$ cat config.mk
export PLATFORM = sky130hd
export DESIGN_NAME = sw_tlb
export DESIGN_NICKNAME = d
export VERILOG_FILES = /design/src/rtl/sw_tlb_pkg.sv /design/src/rtl/sw_tlb_victim.sv /design/src/rtl/sw_tlb_store.sv /design/src/rtl/sw_tlb_match.sv /design/src/rtl/sw_tlb.sv
export SDC_FILE = /design/constraint.sdc
export NUM_CORES = 2
export LEC_CHECK = 0
export BUFFER_PORTS_ARGS = -buffer_cell sky130_fd_sc_hd__buf_2
export CAP_MARGIN = 20
export CORE_ASPECT_RATIO = 0.9
export CORE_MARGIN = 2
export CORE_UTILIZATION = 50
export DETAILED_ROUTE_END_ITERATION = 8
export PLACE_DENSITY = 0.62
export SYNTH_ARGS = -nofsm -noshare
export SYNTH_HDL_FRONTEND = slang
export SYNTH_HIERARCHICAL = 1
export SYNTH_SLANG_ARGS = --single-unit
$ cat constraint.sdc
create_clock -name clk -period 49.1 [get_ports clk]
set_input_delay 9.82 -clock clk [delete_from_list [all_inputs] [get_ports clk]]
set_output_delay 9.82 -clock clk [all_outputs]
set_load 0.005 [all_outputs]
$ cat src/rtl/sw_tlb_pkg.sv
package sw_tlb_pkg;
  localparam int VPN_W   = 19;
  localparam int ASID_W  = 8;
  localparam int MASK_W  = 12;
  localparam int PFN_W   = 20;
  localparam int CA_W    = 3;
  localparam int PAGE_LSB = 12;
  localparam int VPN_LSB  = 13;
  localparam int PFN_LSB  = 6;

  localparam logic [31:0] TAG_KEEP  = 32'hFFFF_E0FF;
  localparam logic [31:0] HALF_KEEP = 32'h03FF_FFFF;
  localparam logic [31:0] MASK_KEEP = 32'h01FF_E000;
  localparam logic [31:0] MISS_FLAG = 32'h8000_0000;

  typedef enum logic [1:0] {
    OP_WR_SLOT   = 2'd0,
    OP_WR_VICTIM = 2'd1,
    OP_READ      = 2'd2,
    OP_PROBE     = 2'd3
  } tlb_op_e;

  typedef enum logic [2:0] {
    SEL_TAG  = 3'd0,
    SEL_EVEN = 3'd1,
    SEL_ODD  = 3'd2,
    SEL_MASK = 3'd3,
    SEL_SLOT = 3'd4
  } tlb_sel_e;

  typedef struct packed {
    logic [PFN_W-1:0] pfn;
    logic [CA_W-1:0]  cattr;
    logic             dirty;
    logic             valid;
  } half_t;

  typedef struct packed {
    logic [VPN_W-1:0]  vpn;
    logic [ASID_W-1:0] asid;
    logic [MASK_W-1:0] mask;
    logic              glob;
    half_t             even;
    half_t             odd;
  } entry_t;

  function automatic half_t unpack_half(input logic [31:0] w);
    half_t h;
    h.pfn   = w[PFN_LSB +: PFN_W];
    h.cattr = w[3 +: CA_W];
    h.dirty = w[2];
    h.valid = w[1];
    return h;
  endfunction

  function automatic logic [31:0] pack_half(input half_t h, input logic g);
    return {{(32-PFN_LSB-PFN_W){1'b0}}, h.pfn, h.cattr, h.dirty, h.valid, g};
  endfunction

  function automatic logic tag_match(input logic [VPN_W-1:0] ent_vpn,
                                     input logic [VPN_W-1:0] key_vpn,
                                     input logic [MASK_W-1:0] mask,
                                     input logic use_mask);
    logic [VPN_W-1:0] ignore;
    ignore = use_mask ? {{(VPN_W-MASK_W){1'b0}}, mask} : '0;
    return ((ent_vpn ^ key_vpn) & ~ignore) == '0;
  endfunction

  function automatic logic odd_pick(input logic [31:0] va, input logic [MASK_W-1:0] mask);
    logic [4:0] pos;
    pos = 5'(PAGE_LSB);
    for (int i = 0; i < MASK_W; i++) begin
      if (mask[i]) pos = pos + 5'd1;
    end
    return va[pos];
  endfunction
endpackage

$ cat src/rtl/sw_tlb_victim.sv
module sw_tlb_victim #(
  parameter int ENTRIES = 16,
  localparam int IW = $clog2(ENTRIES)
) (
  input  logic          clk,
  input  logic          rst_n,
  output logic [IW-1:0] cnt
);
  localparam logic [IW-1:0] TOP = IW'(ENTRIES - 1);

  always_ff @(posedge clk) begin
    if (!rst_n)           cnt <= TOP;
    else if (cnt == '0)   cnt <= TOP;
    else                  cnt <= cnt - 1'b1;
  end
endmodule

$ cat src/rtl/sw_tlb_store.sv
module sw_tlb_store import sw_tlb_pkg::*; #(
  parameter int ENTRIES = 16,
  localparam int IW = $clog2(ENTRIES)
) (
  input  logic          clk,
  input  logic          rst_n,
  input  logic          we,
  input  logic [IW-1:0] wslot,
  input  entry_t        wentry,
  output entry_t        ents [ENTRIES]
);
  for (genvar g = 0; g < ENTRIES; g++) begin : g_slot
    always_ff @(posedge clk) begin
      if (!rst_n)                        ents[g] <= '0;
      else if (we && wslot == IW'(g))    ents[g] <= wentry;
    end
  end
endmodule

$ cat src/rtl/sw_tlb_match.sv
module sw_tlb_match import sw_tlb_pkg::*; #(
  parameter int ENTRIES  = 16,
  parameter bit USE_MASK = 1'b1,
  localparam int IW = $clog2(ENTRIES)
) (
  input  logic [VPN_W-1:0]  e_vpn  [ENTRIES],
  input  logic [ASID_W-1:0] e_asid [ENTRIES],
  input  logic [MASK_W-1:0] e_mask [ENTRIES],
  input  logic [ENTRIES-1:0] e_glob,
  input  logic [VPN_W-1:0]  vpn,
  input  logic [ASID_W-1:0] asid,
  output logic              hit,
  output logic [IW-1:0]     idx
);
  logic [ENTRIES-1:0] hits;

  for (genvar g = 0; g < ENTRIES; g++) begin : g_cmp
    assign hits[g] = (e_glob[g] || e_asid[g] == asid) &&
                     tag_match(e_vpn[g], vpn, e_mask[g], USE_MASK);
  end

  always_comb begin
    hit = |hits;
    idx = '0;
    for (int i = ENTRIES - 1; i >= 0; i--) begin
      if (hits[i]) idx = IW'(i);
    end
  end
endmodule

$ cat src/rtl/sw_tlb.sv
module sw_tlb import sw_tlb_pkg::*; #(
  parameter int ENTRIES = 16,
  localparam int IW = $clog2(ENTRIES)
) (
  input  logic          clk,
  input  logic          rst_n,
  input  logic          reg_we,
  input  logic [2:0]    reg_sel,
  input  logic [31:0]   reg_wdata,
  input  logic          cmd_valid,
  input  logic [1:0]    cmd_op,
  input  logic [31:0]   lk_vaddr,
  input  logic [7:0]    lk_asid,
  output logic [31:0]   tag_q,
  output logic [31:0]   even_q,
  output logic [31:0]   odd_q,
  output logic [31:0]   mask_q,
  output logic [31:0]   slot_q,
  output logic [IW-1:0] victim_q,
  output logic          lk_hit,
  output logic          lk_valid,
  output logic          lk_dirty,
  output logic [2:0]    lk_cattr,
  output logic [19:0]   lk_pfn
);
  entry_t ents [ENTRIES];
  entry_t new_ent;
  entry_t rd_ent;
  entry_t lk_ent;
  half_t  lk_half;

  logic [VPN_W-1:0]   e_vpn  [ENTRIES];
  logic [ASID_W-1:0]  e_asid [ENTRIES];
  logic [MASK_W-1:0]  e_mask [ENTRIES];
  logic [ENTRIES-1:0] e_glob;

  // Named internal events, observed by the bound checker
  logic          cmd_write;
  logic [IW-1:0] wr_slot;
  logic          probe_hit;
  logic [IW-1:0] probe_idx;
  logic          lk_match;
  logic [IW-1:0] lk_idx;
  logic          lk_odd;

  sw_tlb_victim #(.ENTRIES(ENTRIES)) u_victim (
    .clk(clk), .rst_n(rst_n), .cnt(victim_q)
  );

  assign cmd_write = cmd_valid &&
                     (cmd_op == OP_WR_SLOT || cmd_op == OP_WR_VICTIM);
  assign wr_slot   = (cmd_op == OP_WR_VICTIM) ? victim_q : slot_q[IW-1:0];

  always_comb begin
    new_ent.vpn  = tag_q[VPN_LSB +: VPN_W];
    new_ent.asid = tag_q[ASID_W-1:0];
    new_ent.mask = mask_q[VPN_LSB +: MASK_W];
    new_ent.glob = even_q[0] & odd_q[0];
    new_ent.even = unpack_half(even_q);
    new_ent.odd  = unpack_half(odd_q);
  end

  sw_tlb_store #(.ENTRIES(ENTRIES)) u_store (
    .clk(clk), .rst_n(rst_n), .we(cmd_write), .wslot(wr_slot),
    .wentry(new_ent), .ents(ents)
  );

  for (genvar g = 0; g < ENTRIES; g++) begin : g_fan
    assign e_vpn[g]  = ents[g].vpn;
    assign e_asid[g] = ents[g].asid;
    assign e_mask[g] = ents[g].mask;
    assign e_glob[g] = ents[g].glob;
  end

  // Probe: exact page-number compare against the staged tag
  sw_tlb_match #(.ENTRIES(ENTRIES), .USE_MASK(1'b0)) u_probe (
    .e_vpn(e_vpn), .e_asid(e_asid), .e_mask(e_mask), .e_glob(e_glob),
    .vpn(tag_q[VPN_LSB +: VPN_W]), .asid(tag_q[ASID_W-1:0]),
    .hit(probe_hit), .idx(probe_idx)
  );

  // Lookup: compare honours each entry's size mask
  sw_tlb_match #(.ENTRIES(ENTRIES), .USE_MASK(1'b1)) u_look (
    .e_vpn(e_vpn), .e_asid(e_asid), .e_mask(e_mask), .e_glob(e_glob),
    .vpn(lk_vaddr[VPN_LSB +: VPN_W]), .asid(lk_asid),
    .hit(lk_match), .idx(lk_idx)
  );

  assign rd_ent  = ents[slot_q[IW-1:0]];
  assign lk_ent  = ents[lk_idx];
  assign lk_odd  = odd_pick(lk_vaddr, lk_ent.mask);
  assign lk_half = lk_odd ? lk_ent.odd : lk_ent.even;

  always_comb begin
    lk_hit   = lk_match;
    lk_valid = lk_match & lk_half.valid;
    lk_dirty = lk_match & lk_half.dirty;
    lk_cattr = lk_match ? lk_half.cattr : '0;
    lk_pfn   = lk_match ? lk_half.pfn   : '0;
  end

  always_ff @(posedge clk) begin
    if (!rst_n) begin
      tag_q  <= '0;
      even_q <= '0;
      odd_q  <= '0;
      mask_q <= '0;
      slot_q <= '0;
    end else if (cmd_valid) begin
      case (cmd_op)
        OP_READ: begin
          tag_q  <= {rd_ent.vpn, {(32-VPN_W-ASID_W){1'b0}}, rd_ent.asid};
          mask_q <= {{(32-VPN_LSB-MASK_W){1'b0}}, rd_ent.mask, {VPN_LSB{1'b0}}};
          even_q <= pack_half(rd_ent.even, rd_ent.glob);
          odd_q  <= pack_half(rd_ent.odd,  rd_ent.glob);
        end
        OP_PROBE: slot_q <= probe_hit ? 32'(probe_idx) : (slot_q | MISS_FLAG);
        default: ;
      endcase
    end else if (reg_we) begin
      case (reg_sel)
        SEL_TAG:  tag_q  <= reg_wdata & TAG_KEEP;
        SEL_EVEN: even_q <= reg_wdata & HALF_KEEP;
        SEL_ODD:  odd_q  <= reg_wdata & HALF_KEEP;
        SEL_MASK: mask_q <= reg_wdata & MASK_KEEP;
        SEL_SLOT: slot_q <= reg_wdata;
        default: ;
      endcase
    end
  end
endmodule

### Word-level counts from Yosys, hierarchy flattened

Index checks and enable logic that the tools add are counted.

| storage, ports and cells | value |
|---|---|
| output and inout port bits | 190 |
| input bits | 81 |
| flip-flop bits (word level) | 1604 |

| cells by class | value |
|---|---|
| mux-type cells | 77 |
| add/subtract/negate cells | 12 |
| bitwise operators | 70 |
| equal/unequal tests | 57 |
| reduce and logical (&&, ||, !) cells | 133 |
| $lt $le $gt $ge | 3 |

Operators by type and width:

| kind | number |
|---|---|
| 90-bit binary-select mux with 4-bit select | 2 |
| 32-bit two-way mux | 21 |
| 19-bit zero test | 32 |
| 19-bit bitwise XOR | 32 |
| 19-bit bitwise AND | 16 |
| 12-bit inverter with 19-bit output | 16 |
| 8-bit == test | 32 |
| 90-bit two-way mux | 2 |
| 4-bit two-way mux | 33 |
| 63-bit two-way mux | 2 |
| 5-bit by 1-bit adder with 5-bit output, second input constant | 11 |
| 5-bit two-way mux | 11 |
| 1-bit logical AND | 49 |
| 1-bit logical OR | 33 |
| 4-bit == test, second input constant | 8 |
| 16-bit OR reduction | 2 |
| 25-bit two-way mux | 1 |
| 20-bit two-way mux | 1 |
| 4-bit by 3-bit == test with 1-bit output, second input constant | 4 |
| 3-bit AND reduction | 5 |
| 2-bit nonzero test | 6 |
| 5-bit greater-or-equal comparator, second input constant | 2 |
| 4-bit inverter with 5-bit output | 2 |
| 4-bit by 2-bit == test with 1-bit output, second input constant | 2 |
| other kinds (19) | 27 |

### Longest topological paths before layout

| depth | value |
|---|---|
| word-level depth | 51 |
| mapped depth | 61 |
| depth with buffers taken out | 50 |

### Hierarchy

The synthesis kept the hierarchy.

By module, submodules not included:

| module | times used | cells an instance | area an instance (um2) |
|---|---|---|---|
| sw_tlb_store | 1 | 4848 | 50911.3 |
| sw_tlb | 1 | 1905 | 25884.8 |
| sw_tlb_match (u_look) | 1 | 743 | 5788.1 |
| sw_tlb_match (u_probe) | 1 | 679 | 5380.2 |
| sw_tlb_victim | 1 | 18 | 167.7 |

### Worst setup path before layout

No wires, ideal clock.

| path | value |
|---|---|
| kind | input -> output |
| start | in lk_vaddr[27] |
| end | out lk_cattr[1] |
| data required time | 39.280 ns |
| arrival time | 21.951 ns |
| path buffers | 11 |
| setup slack | 17.329 ns |
| stages on the path | 60 |
| cells stage by stage | buf_2 buf_6 xor2_1 nor4_1 nand4_1 nor4_1 nand2_1 nand3_1 nand4_1 o21ai_1 buf_6 buf_4 buf_2 clkbuf_1 clkbuf_1 clkbuf_1 buf_1 mux4_2 (+24 left out) o21ai_0 ha_1 a22oi_1 o31ai_1 ha_1 nand2_1 nand2_1 ha_1 nand2_1 nor3_1 and3_1 a2bb2oi_1 mux2i_1 xor2_1 mux4_2 buf_6 buf_12 mux2i_1 |

| between the ends | value |
|---|---|
| cells in the longest elaborated chain, start to end | 51 |
| elaborated cells on any way between the ends | 112 |
| classes of those cells | add/sub: 11; mux: 35; bitwise: 33; reduce/logical: 33 |

RTL lines:

| element | RTL line | source |
|---|---|---|
| from (decl) | sw_tlb.sv:12 | `input logic [31:0] lk_vaddr,` |
| 19-bit bitwise XOR | sw_tlb_pkg.sv:66 | `return ((ent_vpn ^ key_vpn) & ~ignore) == '0;` |
| 19-bit bitwise AND | sw_tlb_pkg.sv:66 |  |
| 19-bit zero test | sw_tlb_pkg.sv:66 |  |
| 1-bit logical AND | sw_tlb_match.sv:18 | `assign hits[g] = (e_glob[g] \|\| e_asid[g] == asid) &&` |
| 4-bit two-way mux (15 in a row) | sw_tlb_match.sv:26 | `if (hits[i]) idx = IW'(i);` |
| 4-bit two-way mux * | sw_tlb_match.sv:26 |  |
| via lk_idx[0] | sw_tlb.sv:43 | `logic [IW-1:0] lk_idx;` |
| 4-bit inverter with 5-bit output (implied by the code) * | sw_tlb.sv:90 | `assign lk_ent = ents[lk_idx];` |
| (+22 left out) | n/a |  |
| 5-bit by 1-bit adder with 5-bit output | sw_tlb_pkg.sv:73 | `if (mask[i]) pos = pos + 5'd1;` |
| 5-bit two-way mux | sw_tlb_pkg.sv:73 |  |
| 5-bit by 1-bit adder with 5-bit output | sw_tlb_pkg.sv:73 |  |
| 5-bit two-way mux | sw_tlb_pkg.sv:73 |  |
| 1-bit binary-select mux with 5-bit select | sw_tlb_pkg.sv:75 | `return va[pos];` |
| 1-bit two-way mux (implied by the code) | sw_tlb_pkg.sv:75 |  |
| 25-bit two-way mux * | sw_tlb.sv:92 | `assign lk_half = lk_odd ? lk_ent.odd : lk_ent.even;` |
| 3-bit two-way mux * | sw_tlb.sv:98 | `lk_cattr = lk_match ? lk_half.cattr : '0;` |
| to (decl) | sw_tlb.sv:23 | `output logic [2:0] lk_cattr,` |

The timed path passes the listed nets; every way through them passes the cells marked *. The select of a mux whose other input is x is not followed.

### Final worst setup path

| path | value |
|---|---|
| start | in lk_vaddr[25] |
| end | out lk_pfn[16] |

| between the ends | value |
|---|---|
| cells in the longest elaborated chain, start to end | 51 |
| elaborated cells on any way between the ends | 112 |
| classes of those cells | add/sub: 11; mux: 35; bitwise: 33; reduce/logical: 33 |

RTL lines:

| element | RTL line | source |
|---|---|---|
| 19-bit bitwise XOR | sw_tlb_pkg.sv:66 |  |
| 19-bit bitwise AND | sw_tlb_pkg.sv:66 |  |
| 19-bit zero test | sw_tlb_pkg.sv:66 |  |
| 1-bit logical AND | sw_tlb_match.sv:18 |  |
| 4-bit two-way mux (15 in a row) | sw_tlb_match.sv:26 |  |
| 4-bit two-way mux * | sw_tlb_match.sv:26 |  |
| via lk_idx[1] | sw_tlb.sv:43 |  |
| 4-bit inverter with 5-bit output (implied by the code) * | sw_tlb.sv:90 |  |
| (+22 left out) | n/a |  |
| 5-bit by 1-bit adder with 5-bit output | sw_tlb_pkg.sv:73 |  |
| 5-bit two-way mux | sw_tlb_pkg.sv:73 |  |
| 5-bit by 1-bit adder with 5-bit output | sw_tlb_pkg.sv:73 |  |
| 5-bit two-way mux | sw_tlb_pkg.sv:73 |  |
| 1-bit binary-select mux with 5-bit select | sw_tlb_pkg.sv:75 |  |
| 1-bit two-way mux (implied by the code) | sw_tlb_pkg.sv:75 |  |
| 25-bit two-way mux * | sw_tlb.sv:92 |  |
| 20-bit two-way mux * | sw_tlb.sv:99 | `lk_pfn = lk_match ? lk_half.pfn : '0;` |
| to (decl) | sw_tlb.sv:24 | `output logic [19:0] lk_pfn` |

Marked as above.

==> results_dict.tcl <==
set metrics [dict create \
    timing_hold_violations_final 0 \
    hpwl_um 249000 \
    portBuffers 233 \
    power_density_nw_per_um2 31.3 \
    crit_top_cell "ha_1" \
    cts_tree "built" \
    synth_area_leader_cell "dfxtp_1" \
    vias 68700 \
    slew_headroom_pct 13.5 \
    synth_edf_count 0 \
    firstDrtPassIters 8 \
    leakage_uw 0.0364 \
    worstSetupPathType "input pin to primary output" \
    cts_resized 0 \
    dieArea_um2 180000 \
    fin_cells 10400 \
    ir_drop_v 0.0000259 \
    clk_pin_slew_ps 60 \
    drt_first_iter_violations 9233 \
    synth.area.top_cells "dfxtp_1 (36%), mux4_2 (19%), mux2i_1 (17%), nand2_1 (7.4%), xor2_1 (5.4%)" \
    numCtsBuffers 167 \
    ys_warn_count 6 \
    drc_errors 0 \
    avgSynthCellArea_um2 10.8 \
    place_ws_ps 15350 \
    required_ps 39280 \
    fin_skew_ps 56.4 \
    post_cts_buffers 0 \
    drive_gt1_share_pct 18.1 \
    detail-route-antenna-nets 0 \
    synth_seq_cells 1567 \
    area.sequential_um2 31400 \
    async_reset_ff_share_pct 0 \
    setup_ws_ps 14670 \
    syn_inst 8193 \
    grt_setup_unrepaired "no" \
    clockBufferDepth 3 \
    synth_cell_types 76 \
    synth.top_cell.area_share_pct 35.6 \
    rows 146 \
    fin_crit_ps 34430 \
    viasPerCell 6.61 \
    ys_seq_area_share_pct 35.6 \
    cts.sinks 1567 \
    multi_input_area_um2 52300 \
    gp_congestion 1.06 \
    insertion_delay_ps 850 \
    drv_cap 0 \
    power_uw 2970 \
    io_pins 271 \
    htreeDepth 4 \
    die_y_um 402 \
    grt_overflow 0 \
    antenna_found_initial 35 \
    track_usage_pct 39.9 \
    yosys-top-cells-count "nand2_1 (1,747), dfxtp_1 (1,567), mux2i_1 (1,490)" \
    avgRoutedWirePerCell_um 35.2 \
    coreArea_um2 176000 \
    cts-root-buf "clkbuf_16" \
    finalCritPeriodShare_pct 70.1 \
    grt_pass1_wl_um 510000 \
    syn_area_um2 88100 \
    crit_slowest_cell "mux4_2" \
    cpPeakStageDelay_ps 990 \
    nNetsFinal 7972 \
    die_w_um 447 \
    worst_pin_slew_ps 1290 \
    grt_max_degree 190 \
    worst_ep_arrival_time_ps 24610 \
    nFillCells 15200 \
    start_util_pct 50.2 \
    setup_viol 0 \
    synth_ff_type "dfxtp_1" \
    ctsHoldBuffers 0 \
    synth.most_common_cell "nand2_1" \
    post-place-cells 10100 \
    start_kind "input pin" \
    end_kind "primary output" \
    max_freq_mhz 29.0 \
    status "finished clean" \
    areaGrowthSynthToFinish_pct 7.69 \
    fin_tns_setup_ps 0 \
    cp_max_fo 86 \
    hold_class "register to register" \
    routed_wl_um 366000 \
    maxSlewViolCount 0 \
    grt_pass1_vias 65000 \
]
## critical path, delay by kind of cell
family	cells	cell delay [ps]
muxes	7	3920
AOI/OAI and AO/OA	13	3050
adders and majority gates	10	2780
and+or+nand+nor	12	2280
buffers and inverters	7	1590
xor gates and xnor gates	2	910
## routing by layer
metal	routed length [um]	track usage [%]
met1	150000	55.7
met5	202	0
met2	151000	55.8
met4	21200	20.1
met3	43100	11.6
## stage by stage
stage	util [%]	instance area [um^2]	hold WS, ps
global placement	50.7	89000	441
floorplan	-	88300	427
CTS	54.0	94900	467
finish	54.1	94900	469
global route	54.1	94900	482
detailed placement	50.7	89100	456
## flip-flops by register name, indices dropped and copies added (netlist names)
signal and cells:
u_store/ents 1440, u_victim/cnt 4, slot_q 32, even_q 26, tag_q 27, mask_q 12, odd_q 26
## area by class of cell
| cell class | instances | area share (%) |
|---|---|---|
| well taps | 2368 | 3.12 |
| flip-flops and latches | 1567 | 33.1 |
| inverters | 30 | 0.119 |
| diodes | 17 | 0.0448 |
| repair buffers | 356 | 2.41 |
| clock inverters | 58 | 0.846 |
| multi-input cells | 5754 | 55.1 |
| clock buffers | 243 | 5.25 |
## cells by family (layout without fill, tap and decap cells)
logic type / Yosys count / in the layout / share of synthesized area (%)
adders and majority gates: 15 / 15 / 0.221
buffers and inverters: 908 / 687 / 5.38
DFF: 1567 / 1567 / 35.6
AOI/OAI and AO/OA: 416 / 416 / 2.98
muxes: 2265 / 2265 / 36.7
other: 1 / 54 / 0.00425
xor gates and xnor gates: 901 / 901 / 9.16
and+or+nand+nor: 2120 / 2120 / 9.97
## power by group
group	leakage, uW	internal (uW)	switching, uW
Combinational	0.0209	103	226
Sequential	0.0126	1280	16.6
Clock	0.00284	781	563
## final timing paths
check,to,start,slack (ps),depth (start not counted)
setup / recovery,lk_pfn[16],lk_vaddr[25],14670,51
hold reg to reg,u_store/ents[1088],u_store/ents[1088],470,2
setup reg to reg,tag_q[20],slot_q[1],43870,8
hold / removal,u_store/ents[1088],u_store/ents[1088],470,2
## placed cells by master, fill, tap and decap left out, types with 17 or more instances in the layout
cell       count
nor4_1       162
inv_1         27
nor2_1        31
mux4_2       753
dfxtp_1     1560
conb_1        37
nand4_1       50
buf_2        232
a22oi_1       29
nand3_1       26
clkinv_2      23
a31oi_1       84
nor3_1        21
xnor2_1      348
mux2i_1     1489
a21oi_1       47
buf_4        108
nand2_1     1745
nor2b_1       32
clkbuf_8      39
diode_2       17
clkbuf_1      31
o22ai_1      101
o21ai_0       94
clkbuf_16    173
xor2_1       540
Note: power is estimated with default switching activity, not from simulation.
